==> config.mk <==
export PLATFORM = sky130hd
export DESIGN_NAME = cct_timer
export DESIGN_NICKNAME = d
export VERILOG_FILES = /design/src/rtl/cct_pkg.sv /design/src/rtl/cct_tick_sel.sv /design/src/rtl/cct_counter.sv /design/src/rtl/cct_chan.sv /design/src/rtl/cct_timer.sv
export SDC_FILE = /design/constraint.sdc
export NUM_CORES = 1
export LEC_CHECK = 0
export ABC_AREA = 0
export BUFFER_PORTS_ARGS = -buffer_cell sky130_fd_sc_hd__buf_4
export CORE_MARGIN = 3
export CORE_UTILIZATION = 30
export DETAILED_ROUTE_END_ITERATION = 8
export PLACE_DENSITY = 0.54
export SYNTH_ARGS = -nofsm -noshare
export SYNTH_HDL_FRONTEND = slang
export SYNTH_SLANG_ARGS = --single-unit
==> constraint.sdc <==
create_clock -name clk -period 3.5 [get_ports clk]
set_clock_uncertainty 0.1 [all_clocks]
set_input_delay 0.525 -clock clk [delete_from_list [all_inputs] [get_ports clk]]
set_output_delay 0.525 -clock clk [all_outputs]
set_load 0.005 [all_outputs]
==> src/rtl/cct_pkg.sv <==
package cct_pkg;

  typedef enum logic [1:0] {
    CAP_NONE = 2'b00,
    CAP_RISE = 2'b01,
    CAP_FALL = 2'b10,
    CAP_ANY  = 2'b11
  } cap_sel_e;

  typedef enum logic [1:0] {
    PIN_KEEP   = 2'b00,
    PIN_LOW    = 2'b01,
    PIN_HIGH   = 2'b10,
    PIN_TOGGLE = 2'b11
  } pin_act_e;

  // bit 0 capture mode, bits [2:1] capture edge, bits [4:3] pin action
  typedef struct packed {
    pin_act_e act;
    cap_sel_e cap_sel;
    logic     capture;
  } chan_cfg_t;

  localparam int CFG_W       = 5;
  localparam int ADDR_W      = 4;
  localparam int A_CTRL      = 0;
  localparam int A_COUNT     = 1;
  localparam int A_FLAGS     = 2;
  localparam int A_GR_BASE   = 4;
  localparam int A_CFG_BASE  = 8;

endpackage

==> src/rtl/cct_tick_sel.sv <==
module cct_tick_sel #(
  parameter int NTICK = 8,
  localparam int SEL_W = $clog2(NTICK)
) (
  input  logic [NTICK-1:0] tick_in,
  input  logic [SEL_W-1:0] sel,
  output logic             tick
);
  always_comb begin
    tick = 1'b0;
    for (int i = 0; i < NTICK; i++) begin
      if (sel == SEL_W'(i)) tick = tick_in[i];
    end
  end
endmodule

==> src/rtl/cct_counter.sv <==
module cct_counter #(
  parameter int W = 16
) (
  input  logic         clk,
  input  logic         rst_n,
  input  logic         wr_en,
  input  logic [W-1:0] wr_data,
  input  logic         clear,
  input  logic         tick,
  input  logic         down,
  output logic [W-1:0] count,
  output logic         ovf_set,
  output logic         udf_set
);
  logic [W-1:0] cnt_q, cnt_d;

  always_comb begin
    cnt_d   = cnt_q;
    ovf_set = 1'b0;
    udf_set = 1'b0;
    if (wr_en) begin
      cnt_d = wr_data;
    end else if (clear) begin
      cnt_d = '0;
    end else if (tick) begin
      if (down) begin
        cnt_d   = cnt_q - 1'b1;
        udf_set = (cnt_q == '0);
      end else begin
        cnt_d   = cnt_q + 1'b1;
        ovf_set = (cnt_q == '1);
      end
    end
  end

  always_ff @(posedge clk) begin
    if (!rst_n) cnt_q <= '0;
    else        cnt_q <= cnt_d;
  end

  assign count = cnt_q;

  AST_OVF_WRAP: assert property (@(posedge clk) disable iff (!rst_n)
    ovf_set |=> (count == '0));
  AST_UDF_WRAP: assert property (@(posedge clk) disable iff (!rst_n)
    udf_set |=> (count == '1));
  AST_WRITE_WINS: assert property (@(posedge clk) disable iff (!rst_n)
    wr_en |=> (count == $past(wr_data)));
  AST_IDLE_HOLD: assert property (@(posedge clk) disable iff (!rst_n)
    (!wr_en && !clear && !tick) |=> $stable(count));
endmodule

==> src/rtl/cct_chan.sv <==
module cct_chan
  import cct_pkg::*;
#(
  parameter int W    = 16,
  parameter int SYNC = 2
) (
  input  logic         clk,
  input  logic         rst_n,
  input  chan_cfg_t    cfg,
  input  logic [W-1:0] count,
  input  logic         tick,
  input  logic         cap_pin,
  input  logic         gr_wr,
  input  logic [W-1:0] wr_data,
  output logic [W-1:0] gr,
  output logic         evt,
  output logic         pin
);
  logic [SYNC-1:0] sync_q;
  logic            last_q;
  logic            rise, fall, hit;
  logic            cap_evt, cmp_evt;
  logic [W-1:0]    gr_q;
  logic            pin_q;

  always_ff @(posedge clk) begin
    if (!rst_n) begin
      sync_q <= '0;
      last_q <= 1'b0;
    end else begin
      sync_q <= {sync_q[SYNC-2:0], cap_pin};
      last_q <= sync_q[SYNC-1];
    end
  end

  assign rise = sync_q[SYNC-1] & ~last_q;
  assign fall = ~sync_q[SYNC-1] & last_q;

  always_comb begin
    case (cfg.cap_sel)
      CAP_RISE: hit = rise;
      CAP_FALL: hit = fall;
      CAP_ANY:  hit = rise | fall;
      default:  hit = 1'b0;
    endcase
  end

  assign cap_evt = cfg.capture & hit;
  assign cmp_evt = ~cfg.capture & tick & (count == gr_q);
  assign evt     = cap_evt | cmp_evt;

  always_ff @(posedge clk) begin
    if (!rst_n)       gr_q <= '1;
    else if (cap_evt) gr_q <= count;
    else if (gr_wr)   gr_q <= wr_data;
  end

  always_ff @(posedge clk) begin
    if (!rst_n) begin
      pin_q <= 1'b0;
    end else if (cmp_evt) begin
      case (cfg.act)
        PIN_LOW:    pin_q <= 1'b0;
        PIN_HIGH:   pin_q <= 1'b1;
        PIN_TOGGLE: pin_q <= ~pin_q;
        default:    pin_q <= pin_q;
      endcase
    end
  end

  assign gr  = gr_q;
  assign pin = pin_q;

  AST_CAPTURE_LATCH: assert property (@(posedge clk) disable iff (!rst_n)
    cap_evt |=> (gr == $past(count)));
  AST_PIN_QUIET: assert property (@(posedge clk) disable iff (!rst_n)
    !cmp_evt |=> $stable(pin));
  AST_CAP_MODE_NO_WRITE: assert property (@(posedge clk) disable iff (!rst_n)
    (!gr_wr && !cap_evt) |=> $stable(gr));
endmodule

==> src/rtl/cct_timer.sv <==
module cct_timer
  import cct_pkg::*;
#(
  parameter int CNT_W = 16,
  parameter int NREG  = 4,
  parameter int NTICK = 8,
  parameter int SYNC  = 2
) (
  input  logic              clk,
  input  logic              rst_n,
  input  logic [NTICK-1:0]  tick_in,
  input  logic [NREG-1:0]   cap_in,
  output logic [NREG-1:0]   cmp_out,
  input  logic              bus_en,
  input  logic              bus_we,
  input  logic [ADDR_W-1:0] bus_addr,
  input  logic [CNT_W/8-1:0] bus_be,
  input  logic [CNT_W-1:0]  bus_wdata,
  output logic [CNT_W-1:0]  bus_rdata
);
  localparam int SEL_W  = $clog2(NTICK);
  localparam int IDX_W  = $clog2(NREG);
  localparam int CTRL_W = SEL_W + 3 + IDX_W;
  localparam int FLG_W  = NREG + 2;
  localparam int B_UD   = SEL_W;
  localparam int B_DN   = SEL_W + 1;
  localparam int B_CLR  = SEL_W + 2;
  localparam int B_SRC  = SEL_W + 3;

  logic [CTRL_W-1:0] ctrl_q;
  logic [FLG_W-1:0]  flags_q, armed_q, hw_set, clr_mask;
  chan_cfg_t         cfg_q [NREG];
  logic [CNT_W-1:0]  gr_all [NREG];
  logic [NREG-1:0]   evt;
  logic [CNT_W-1:0]  count;
  logic              tick, ovf_set, udf_set, clr_hit, cnt_wr;
  logic              wr, rd, full, wr_flags, rd_flags;

  assign wr       = bus_en & bus_we;
  assign rd       = bus_en & ~bus_we;
  assign full     = &bus_be;
  assign wr_flags = wr & (bus_addr == ADDR_W'(A_FLAGS));
  assign rd_flags = rd & (bus_addr == ADDR_W'(A_FLAGS));
  assign cnt_wr   = wr & full & (bus_addr == ADDR_W'(A_COUNT));

  always_ff @(posedge clk) begin
    if (!rst_n)                                    ctrl_q <= '0;
    else if (wr && bus_addr == ADDR_W'(A_CTRL))    ctrl_q <= bus_wdata[CTRL_W-1:0];
  end

  cct_tick_sel #(.NTICK(NTICK)) u_tick (
    .tick_in (tick_in),
    .sel     (ctrl_q[SEL_W-1:0]),
    .tick    (tick)
  );

  assign clr_hit = ctrl_q[B_CLR] & evt[ctrl_q[B_SRC +: IDX_W]];

  cct_counter #(.W(CNT_W)) u_cnt (
    .clk     (clk),
    .rst_n   (rst_n),
    .wr_en   (cnt_wr),
    .wr_data (bus_wdata),
    .clear   (clr_hit),
    .tick    (tick),
    .down    (ctrl_q[B_UD] & ctrl_q[B_DN]),
    .count   (count),
    .ovf_set (ovf_set),
    .udf_set (udf_set)
  );

  for (genvar g = 0; g < NREG; g++) begin : g_ch
    logic cfg_wr, gr_wr;
    assign cfg_wr = wr & (bus_addr == ADDR_W'(A_CFG_BASE + g));
    assign gr_wr  = wr & full & (bus_addr == ADDR_W'(A_GR_BASE + g));

    always_ff @(posedge clk) begin
      if (!rst_n)      cfg_q[g] <= '0;
      else if (cfg_wr) cfg_q[g] <= chan_cfg_t'(bus_wdata[CFG_W-1:0]);
    end

    cct_chan #(.W(CNT_W), .SYNC(SYNC)) u_ch (
      .clk     (clk),
      .rst_n   (rst_n),
      .cfg     (cfg_q[g]),
      .count   (count),
      .tick    (tick),
      .cap_pin (cap_in[g]),
      .gr_wr   (gr_wr),
      .wr_data (bus_wdata),
      .gr      (gr_all[g]),
      .evt     (evt[g]),
      .pin     (cmp_out[g])
    );
  end

  assign hw_set   = {udf_set, ovf_set, evt};
  assign clr_mask = wr_flags ? (armed_q & ~bus_wdata[FLG_W-1:0]) : '0;

  always_ff @(posedge clk) begin
    if (!rst_n) begin
      flags_q <= '0;
      armed_q <= '0;
    end else begin
      flags_q <= hw_set | (flags_q & ~clr_mask);
      if (wr_flags)      armed_q <= '0;
      else if (rd_flags) armed_q <= armed_q | flags_q;
    end
  end

  always_comb begin
    bus_rdata = '0;
    if (bus_addr == ADDR_W'(A_CTRL))  bus_rdata = CNT_W'(ctrl_q);
    if (bus_addr == ADDR_W'(A_COUNT)) bus_rdata = count;
    if (bus_addr == ADDR_W'(A_FLAGS)) bus_rdata = CNT_W'(flags_q);
    for (int i = 0; i < NREG; i++) begin
      if (bus_addr == ADDR_W'(A_GR_BASE + i))  bus_rdata = gr_all[i];
      if (bus_addr == ADDR_W'(A_CFG_BASE + i)) bus_rdata = CNT_W'(cfg_q[i]);
    end
  end

  AST_FLAG_SET_WINS: assert property (@(posedge clk) disable iff (!rst_n)
    (|hw_set) |=> ((flags_q & $past(hw_set)) == $past(hw_set)));
  AST_FLAG_STICKY: assert property (@(posedge clk) disable iff (!rst_n)
    !wr_flags |=> ((flags_q & $past(flags_q)) == $past(flags_q)));
  AST_CLEAR_ON_EVENT: assert property (@(posedge clk) disable iff (!rst_n)
    (clr_hit && !cnt_wr) |=> (count == '0));
endmodule

==> results of run 1 <==
==> sequential cells by signal, summed over array words and instances (netlist names) <==
| register | count |
|---|---|
| g_ch.u_ch.gr | 64 |
| g_ch.u_ch.sync_q | 8 |
| ctrl_q | 8 |
| armed_q | 6 |
| cfg_q | 20 |
| flags_q | 6 |
| g_ch.u_ch.pin | 4 |
| g_ch.u_ch.last_q | 4 |
| u_cnt.count | 16 |
==> per-stage QoR <==
step | cell area, um^2 | utilization, % | std cells
after floorplan | 8560 | - | 1115
after global placement | 9550 | 34.2 | 1515
after detailed placement | 9550 | 34.2 | 1515
after CTS | 10100 | 36.2 | 1547
after global routing | 10100 | 36.2 | 1547
final | 10100 | 36.2 | 1547
==> layout by cell type (no fill, tap or decap), types with 3 or more instances in the layout <==
| cell type | netlist | routed |
|---|---|---|
| xnor2_1 | 56 | 56 |
| nor3_1 | 10 | 8 |
| edfxtp_1 | 20 | 20 |
| a2111oi_2 | 3 | 3 |
| clkbuf_16 | 0 | 17 |
| or3_1 | 5 | 5 |
| a211oi_1 | 14 | 14 |
| a311oi_1 | 4 | 4 |
| ha_1 | 22 | 22 |
| a21boi_0 | 5 | 5 |
| buf_4 | 4 | 108 |
| nand4_1 | 16 | 16 |
| inv_6 | 0 | 5 |
| xor2_1 | 22 | 22 |
| o21ai_2 | 0 | 4 |
| a22oi_1 | 21 | 21 |
| o21bai_1 | 4 | 4 |
| nand3_1 | 69 | 69 |
| a21o_1 | 4 | 4 |
| nor4_2 | 1 | 3 |
| nand2b_1 | 19 | 19 |
| o211ai_1 | 3 | 3 |
| o21ai_0 | 108 | 108 |
| inv_1 | 18 | 18 |
| nand2_1 | 230 | 230 |
| nor2b_1 | 6 | 6 |
| a21oi_1 | 32 | 32 |
| nor2_1 | 72 | 72 |
| a31oi_1 | 7 | 7 |
| o221ai_1 | 4 | 4 |
| dfxtp_1 | 116 | 116 |
| mux2i_1 | 23 | 23 |
| a221oi_1 | 10 | 10 |
| clkinv_4 | 0 | 6 |
| and2_1 | 29 | 28 |
| nor4_1 | 11 | 9 |
| and3_1 | 8 | 8 |
| mux2_2 | 11 | 11 |
| o22ai_1 | 9 | 9 |
==> power breakdown <==
part           internal, mW  switching, mW  total, mW  leakage (nW)
sequential             1.65         0.0749       1.72          1.14
clock                 0.994          0.763       1.76         0.272
combinational         0.243          0.344      0.587          2.71
==> worst min-delay path by stage <==
stage / start / to / slack, ns / cells after the start
floorplan: g_ch[0].u_ch.sync_q[0]$_SDFF_PN0_ / g_ch[0].u_ch.sync_q[1]$_SDFF_PN0_ / 0.31 / 1
global placement: g_ch[2].u_ch.sync_q[0]$_SDFF_PN0_ / g_ch[2].u_ch.sync_q[1]$_SDFF_PN0_ / 0.31 / 1
detailed placement: g_ch[1].u_ch.sync_q[0]$_SDFF_PN0_ / g_ch[1].u_ch.sync_q[1]$_SDFF_PN0_ / 0.32 / 1
CTS: cap_in[3] / g_ch[3].u_ch.sync_q[0]$_SDFF_PN0_ / 0.18 / 2
global route: cap_in[2] / g_ch[2].u_ch.sync_q[0]$_SDFF_PN0_ / 0.19 / 2
finish: cap_in[2] / g_ch[2].u_ch.sync_q[0]$_SDFF_PN0_ / 0.20 / 2
==> kinds of logic (layout without fill, tap and decap cells) <==
group	count (synthesis)	in the layout	synth area share, %
AND/OR/NAND/NOR	488	488	26.3
AO/OA/AOI/OAI	248	248	18.4
flip-flops	136	136	34.1
buffers and inverters	105	159	4.79
XOR/XNOR	78	78	7.98
multiplexers	37	37	4.91
adder cells (fa/ha/maj)	23	23	3.45
==> Yosys cell counts (all sizes together) (3+ instances only) <==
library cell	instances
a2111oi	4
a211oi	14
a21boi	5
a21o	4
a21oi	33
a221oi	10
a22oi	21
a311oi	4
a31oi	7
and2	30
and3	8
buf	12
clkbuf	74
dfxtp	116
edfxtp	20
ha	22
inv	19
mux2	11
mux2i	24
nand2	230
nand2b	19
nand3	69
nand4	16
nor2	72
nor2b	6
nor3	10
nor4	14
o211ai	4
o21ai	112
o21bai	4
o221ai	4
o22ai	10
o31ai	3
or3	5
or4	3
xnor2	56
xor2	22
==> worst register-to-register path: cells and delay by family (launching register included) <==
family | cells | cell delay, ns
DFF | 1 | 0.35
buffers and inverters | 1 | 0.22
and+or+nand+nor | 3 | 0.53
muxes | 1 | 0.36
adders and majority gates | 1 | 0.28
AOI/OAI and AO/OA | 4 | 1.25
==> final cells by class <==
type                            instances  area, um^2
Timing Repair Buffer                  108         811
Multi-Input combinational cell        874        5280
Clock buffer                           18         429
Fill cell                            3003       17800
Inverter                               19        71.3
Tap cell                              378         473
Sequential cell                       136        2920
Clock inverter                         14         141
==> routing by layer <==
layer / vias up / GRT usage (%) / wire [um]
li1: 3978 / - / -
met1: 3941 / 26.4 / 13300
met2: 294 / 31.8 / 14100
met3: 42 / 2.98 / 1830
met4: 0 / 5.72 / 614
met5: - / 0 / 0
==> tab_implementation.tex, run 1 <==
\begin{tabular}{lr}
\hline
Metric & Value \\
\hline
\multicolumn{2}{l}{\textbf{Power}} \\
\quad Total power after layout & 4.06 mW \\
\quad Power density normalized to cell area & 401 nW/um\^{}2 \\
\quad Worst ir drop on vdd & 324 uV \\
\quad Leak Pwr & 4.12 nW \\
\multicolumn{2}{l}{\textbf{STA}} \\
\quad Slew margin rel. & 49.9\% \\
\quad Final Worst Setup Slack & 0.281 ns \\
\quad Min Tclk post-route & 3.22 ns \\
\quad F\_max & 0.311 GHz \\
\quad Period Utilization, post-route & 92.0\% \\
\quad Setup violation total in the final timing report & 0 \\
\quad RSZ-0062 raised after global routing & no \\
\quad Count of final hold-check violations & 0 \\
\quad Post-Route Setup TNS & 0 ns \\
\quad Final Max Slew Viols & 0 \\
\quad Worst-margin pin slew & 0.743 ns \\
\quad Fin Hold WS & 0.201 ns \\
\multicolumn{2}{l}{\textbf{Global route}} \\
\quad Global routing usage summed across all routing layers & 19.4\% \\
\quad Initial antenna violation count & 0 \\
\quad Wire length of the first global-routing pass & 46.1 mm \\
\quad Vias in the first global route & 7854 \\
\quad Total overflow reported by the global router & 0 \\
\quad Maximum number of pins on one net before global-route repair & 53 \\
\multicolumn{2}{l}{\textbf{Route}} \\
\quad DRC violation count after routing & 0 \\
\quad Vias per cell & 5.34 \\
\quad DR pass1 iterations & 5 \\
\quad Iteration-0 DRC count of the detailed router & 852 \\
\quad ANT nets after route & 0 \\
\quad WL final & 29.9 mm \\
\quad Via total after detailed routing & 8255 \\
\quad Final routed wire length divided by cell count & 19.3 um \\
\multicolumn{2}{l}{\textbf{Place}} \\
\quad Count of input and output buffers & 57 \\
\quad Post-detail-place hpwl & 21.7 mm \\
\quad Final RePlAce weighted congestion & 0.890 \\
\quad DP Worst Slack & 0.155 ns \\
\multicolumn{2}{l}{\textbf{Critical path}} \\
\quad Slowest library cell on the worst path & dfxtp\_1 \\
\quad Cell chain of the critical path & buf\_4 > nand3b\_1 > a211oi\_1 > o221a\_2 > a211oi\_1 > o21ai\_0 > o21ai\_0 > o22ai\_1 > buf\_4 \\
\quad Cell type group with the largest total delay on the critical path & compound AO/OA/AOI/OAI gates \\
\quad Biggest fanout along the worst timing path & 9 \\
\quad Critical Path Sink & bus\_rdata[0] \\
\quad Required time at the endpoint of the critical path & 2.87 ns \\
\quad Worst path buffer plus inverter count & 2 \\
\quad Worst R2R End & u\_cnt.count[14]\$\_SDFFE\_PN0P\_ \\
\quad Critical path class & flop to output pin \\
\quad Number of cells on the worst reg-to-reg path & 10 \\
\quad Slowest Stage Delay on Critical Path & 0.65 ns \\
\quad Arrival time worst endpoint & 2.59 ns \\
\quad Reg-to-reg setup timing slack & 0.31 ns \\
\quad Startpoint Class & flop \\
\quad Number of logic stages on the critical path including buffering & 9 \\
\quad Critical path launch point & u\_cnt.count[0]\$\_SDFFE\_PN0P\_ \\
\quad Endpoint class of the critical path & output pin \\
\quad Critical register-to-register path startpoint & ctrl\_q[4]\$\_SDFFE\_PN0P\_ \\
\multicolumn{2}{l}{\textbf{CTS}} \\
\quad Number of buffers created by CTS & 17 \\
\quad Setup bufs post-CTS & 0 \\
\quad Clock input transition at the sequential cells of the worst setup and hold paths & 0.06 ns \\
\quad Post-cts repair resize count & 0 \\
\quad Root Driver & clkbuf\_16 \\
\quad Sinks on Clock Net & 136 \\
\quad Cts-stage hold buffer count & 0 \\
\quad CTS HTree Levels & 4 \\
\quad Clock network latency to the later pin of the worst-skew pair & 0.43 ns \\
\quad Clock tree from TritonCTS & built \\
\quad Number of buffers between clock root and the deepest sink & 2 \\
\multicolumn{2}{l}{\textbf{Synthesis}} \\
\quad Number of instances in the synthesized netlist & 1115 \\
\quad Count of unique library cells instantiated by Yosys & 64 \\
\quad Number of synthesized flops with an enable pin & 20 \\
\quad Combined area of all synthesized cells & 8560 um\^{}2 \\
\quad Primary FF master, synth & dfxtp\_1 \\
\quad Cell accounting for the most synthesized area & dfxtp\_1 \\
\quad Top post-synthesis cells by area & dfxtp\_1, nand2\_1, edfxtp\_1 \\
\quad Top cell type's share of synthesized area & 27.1\% \\
\quad Yosys warning total & 0 \\
\quad Flops \& latches, synth & 136 \\
\quad Share of async-settable or async-resettable flops after synthesis & 0\% \\
\quad Proportion of synthesized chip area in sequential cells & 34.1\% \\
\quad Post-synthesis area per instance & 7.68 um\^{}2 \\
\quad Synthesized netlist net count & 1176 \\
\multicolumn{2}{l}{\textbf{Worst hold path}} \\
\quad Worst hold-check path type & input port to flop \\
\multicolumn{2}{l}{\textbf{Run}} \\
\quad Maximum Capacitance Violations & 0 \\
\multicolumn{2}{l}{\textbf{Die}} \\
\quad Vertical extent of the die & 175 um \\
\quad Total die area & 30600 um\^{}2 \\
\quad Core region area & 27900 um\^{}2 \\
\quad Starting utilization of the core area & 30.7\% \\
\quad I/O pins & 58 \\
\quad Die width & 175 um \\
\quad Number of placement rows & 61 \\
\multicolumn{2}{l}{\textbf{Outcome}} \\
\quad Outcome & finished clean \\
\multicolumn{2}{l}{\textbf{Layout}} \\
\quad Final-stage net count & 1217 \\
\quad Layout cells sized above 1 & 15.1\% \\
\quad Antenna diode instance count & 0 \\
\quad Layout Area Growth over Synthesis & 18.2\% \\
\hline
\end{tabular}
Power figures use the tool's default switching activity.
==> run 2: changes to the inputs <==
- PLACE_DENSITY: 0.54 -> 0.47
==> tab_implementation.tex, run 2 (same netlist as run 1, synthesis figures left out) <==
\begin{tabular}{lr}
\hline
Metric & Value \\
\hline
\multicolumn{2}{l}{\textbf{Route}} \\
\quad WL final & 31.0 mm \\
\quad Final routed wire length divided by cell count & 20.0 um \\
\quad ANT nets after route & 0 \\
\quad DRC violation count after routing & 0 \\
\quad Iteration-0 DRC count of the detailed router & 784 \\
\quad Via total after detailed routing & 8136 \\
\quad Vias per cell & 5.26 \\
\quad DR pass1 iterations & 5 \\
\multicolumn{2}{l}{\textbf{Critical path}} \\
\quad Required time at the endpoint of the critical path & 3.72 ns \\
\quad Critical Path Sink & u\_cnt.count[15]\$\_SDFFE\_PN0P\_ \\
\quad Number of cells on the worst reg-to-reg path & 10 \\
\quad Worst path buffer plus inverter count & 1 \\
\quad Endpoint class of the critical path & flop \\
\quad Cell chain of the critical path & and2\_1 > buf\_4 > ha\_1 > nor3\_1 > nor2\_1 > a2111oi\_1 > o31ai\_1 > a31oi\_1 > xnor2\_1 > a2111oi\_2 \\
\quad Arrival time worst endpoint & 3.41 ns \\
\quad Worst R2R End & u\_cnt.count[15]\$\_SDFFE\_PN0P\_ \\
\quad Critical path launch point & ctrl\_q[3]\$\_SDFFE\_PN0P\_ \\
\quad Slowest library cell on the worst path & a2111oi\_1 \\
\quad Cell type group with the largest total delay on the critical path & compound AO/OA/AOI/OAI gates \\
\quad Critical register-to-register path startpoint & ctrl\_q[3]\$\_SDFFE\_PN0P\_ \\
\quad Slowest Stage Delay on Critical Path & 0.50 ns \\
\quad Biggest fanout along the worst timing path & 10 \\
\quad Reg-to-reg setup timing slack & 0.32 ns \\
\quad Critical path class & flop to flop \\
\quad Startpoint Class & flop \\
\quad Number of logic stages on the critical path including buffering & 10 \\
\multicolumn{2}{l}{\textbf{Layout}} \\
\quad Number of fill cells & 2990 \\
\quad Leading cell type in the layout, fill and taps excluded & nand2\_1 \\
\quad Layout cells sized above 1 & 15.0\% \\
\quad Antenna diode instance count & 0 \\
\quad Final-stage net count & 1216 \\
\quad Number of flip-flops under the largest register name & 64 \\
\quad Layout Area Growth over Synthesis & 18.9\% \\
\quad Top library cells by usage in the layout, fill and taps aside & nand2\_1, dfxtp\_1, o21ai\_0 \\
\multicolumn{2}{l}{\textbf{Global route}} \\
\quad Wire length of the first global-routing pass & 47.9 mm \\
\quad Maximum number of pins on one net before global-route repair & 45 \\
\quad Vias in the first global route & 7875 \\
\quad Total overflow reported by the global router & 0 \\
\quad Initial antenna violation count & 0 \\
\quad Global routing usage summed across all routing layers & 20.2\% \\
\multicolumn{2}{l}{\textbf{Power}} \\
\quad Total power after layout & 4.27 mW \\
\quad Worst ir drop on vdd & 343 uV \\
\quad Power density normalized to cell area & 419 nW/um\^{}2 \\
\quad Leak Pwr & 4.14 nW \\
\multicolumn{2}{l}{\textbf{STA}} \\
\quad Count of final hold-check violations & 0 \\
\quad Slew margin rel. & 50.3\% \\
\quad Worst-margin pin slew & 0.737 ns \\
\quad RSZ-0062 raised after global routing & no \\
\quad Min Tclk post-route & 3.18 ns \\
\quad Period Utilization, post-route & 90.9\% \\
\quad Post-Route Setup TNS & 0 ns \\
\quad F\_max & 0.314 GHz \\
\quad Final Max Slew Viols & 0 \\
\quad Setup violation total in the final timing report & 0 \\
\quad Final Worst Setup Slack & 0.317 ns \\
\multicolumn{2}{l}{\textbf{Outcome}} \\
\quad Outcome & finished clean \\
\multicolumn{2}{l}{\textbf{CTS}} \\
\quad Root Driver & clkbuf\_16 \\
\quad Sinks on Clock Net & 136 \\
\quad Setup bufs post-CTS & 0 \\
\quad Clock tree from TritonCTS & built \\
\quad Number of buffers between clock root and the deepest sink & 2 \\
\quad Clock input transition at the sequential cells of the worst setup and hold paths & 0.06 ns \\
\quad Clock network latency to the later pin of the worst-skew pair & 0.43 ns \\
\quad CTS HTree Levels & 4 \\
\quad Number of buffers created by CTS & 17 \\
\multicolumn{2}{l}{\textbf{Worst hold path}} \\
\quad Min-Delay Startpoint & cap\_in[1] \\
\quad Worst hold-check path type & input port to flop \\
\multicolumn{2}{l}{\textbf{Run}} \\
\quad Maximum Capacitance Violations & 0 \\
\multicolumn{2}{l}{\textbf{Die}} \\
\quad Vertical extent of the die & 175 um \\
\quad I/O pins & 58 \\
\quad Total die area & 30600 um\^{}2 \\
\quad Die width & 175 um \\
\quad Core region area & 27900 um\^{}2 \\
\quad Number of placement rows & 61 \\
\quad Starting utilization of the core area & 30.7\% \\
\multicolumn{2}{l}{\textbf{Place}} \\
\quad Final RePlAce weighted congestion & 0.854 \\
\quad Count of input and output buffers & 57 \\
\quad DP Worst Slack & 0.225 ns \\
\quad Post-detail-place hpwl & 22.6 mm \\
\hline
\end{tabular}
run 2: changes by cell type in the layout (fill, tap and decap cells not counted), sizes merged:
cell	change
clkinvlp	+2
clkinv	-3
inv	-2
buf	-1
bufinv	+3
run 2: metrics by stage:
step                      util (%)  instance area [um^2]  std cells  hold slack (ns)
final                         36.4                 10200       1546            0.201
after global routing          36.4                 10200       1546            0.194
after CTS                     36.4                 10200       1546            0.184
after detailed placement      34.2                  9540       1514            0.320
after global placement        34.2                  9540       1514            0.314
after floorplan                  -                  8560       1115            0.312
run 2: power breakdown:
part | leakage, nW | switching (mW) | internal, mW | total, mW
Sequential | 1.14 | 0.0845 | 1.65 | 1.73
Combinational | 2.71 | 0.336 | 0.239 | 0.575
Clock | 0.291 | 0.763 | 1.20 | 1.96
Total | 4.14 | 1.18 | 3.08 | 4.27
run 2: worst min path at each step:
| stage | endpoint | slack [ns] | cells past startpoint |
|---|---|---|---|
| 2_1_floorplan | g_ch[0].u_ch.sync_q[1]$_SDFF_PN0_ | 0.31 | 1 |
| 3_3_place_gp | g_ch[2].u_ch.sync_q[1]$_SDFF_PN0_ | 0.31 | 1 |
| 3_5_place_dp | g_ch[2].u_ch.sync_q[1]$_SDFF_PN0_ | 0.32 | 1 |
| 4_1_cts | g_ch[3].u_ch.sync_q[0]$_SDFF_PN0_ | 0.18 | 2 |
| 5_1_grt | g_ch[3].u_ch.sync_q[0]$_SDFF_PN0_ | 0.19 | 2 |
| 6_report | g_ch[1].u_ch.sync_q[0]$_SDFF_PN0_ | 0.20 | 2 |
run 2: what timing repair did:
item,in CTS,in global routing
endpoints found under the setup margin,0,2
resized for setup,0,2
hold buffers,0,0
run 2: cell type report:
class	instances	area, um^2	area share, %
tap	378	473	4.65
inverter	19	71.3	0.701
timing repair buffer	107	803	7.89
clock buffer	18	429	4.22
sequential	136	2920	28.7
multi-input combinational	874	5280	51.9
clock inverter	14	198	1.94
run 2: worst register-to-register path, delay by kind of cell (launching register included):
family	cells	cell delay (ns)
AO/OA/AOI/OAI	4	1.28
AND/OR/NAND/NOR	3	0.65
XOR/XNOR	1	0.13
adder cells (fa/ha/maj)	1	0.31
buffers and inverters	1	0.27
flip-flops	1	0.35
run 2: metal layers:
layer  routed length, um  track usage (%)  up-vias  part of all wire (%)
met5                   0                0        -                     0
met4                 626             5.88        0                   2.0
met3                1450             2.69       36                   4.7
met2               14200             32.2      210                    46
met1               14700             28.6     3894                    48
li1                    -                -     3996                     -
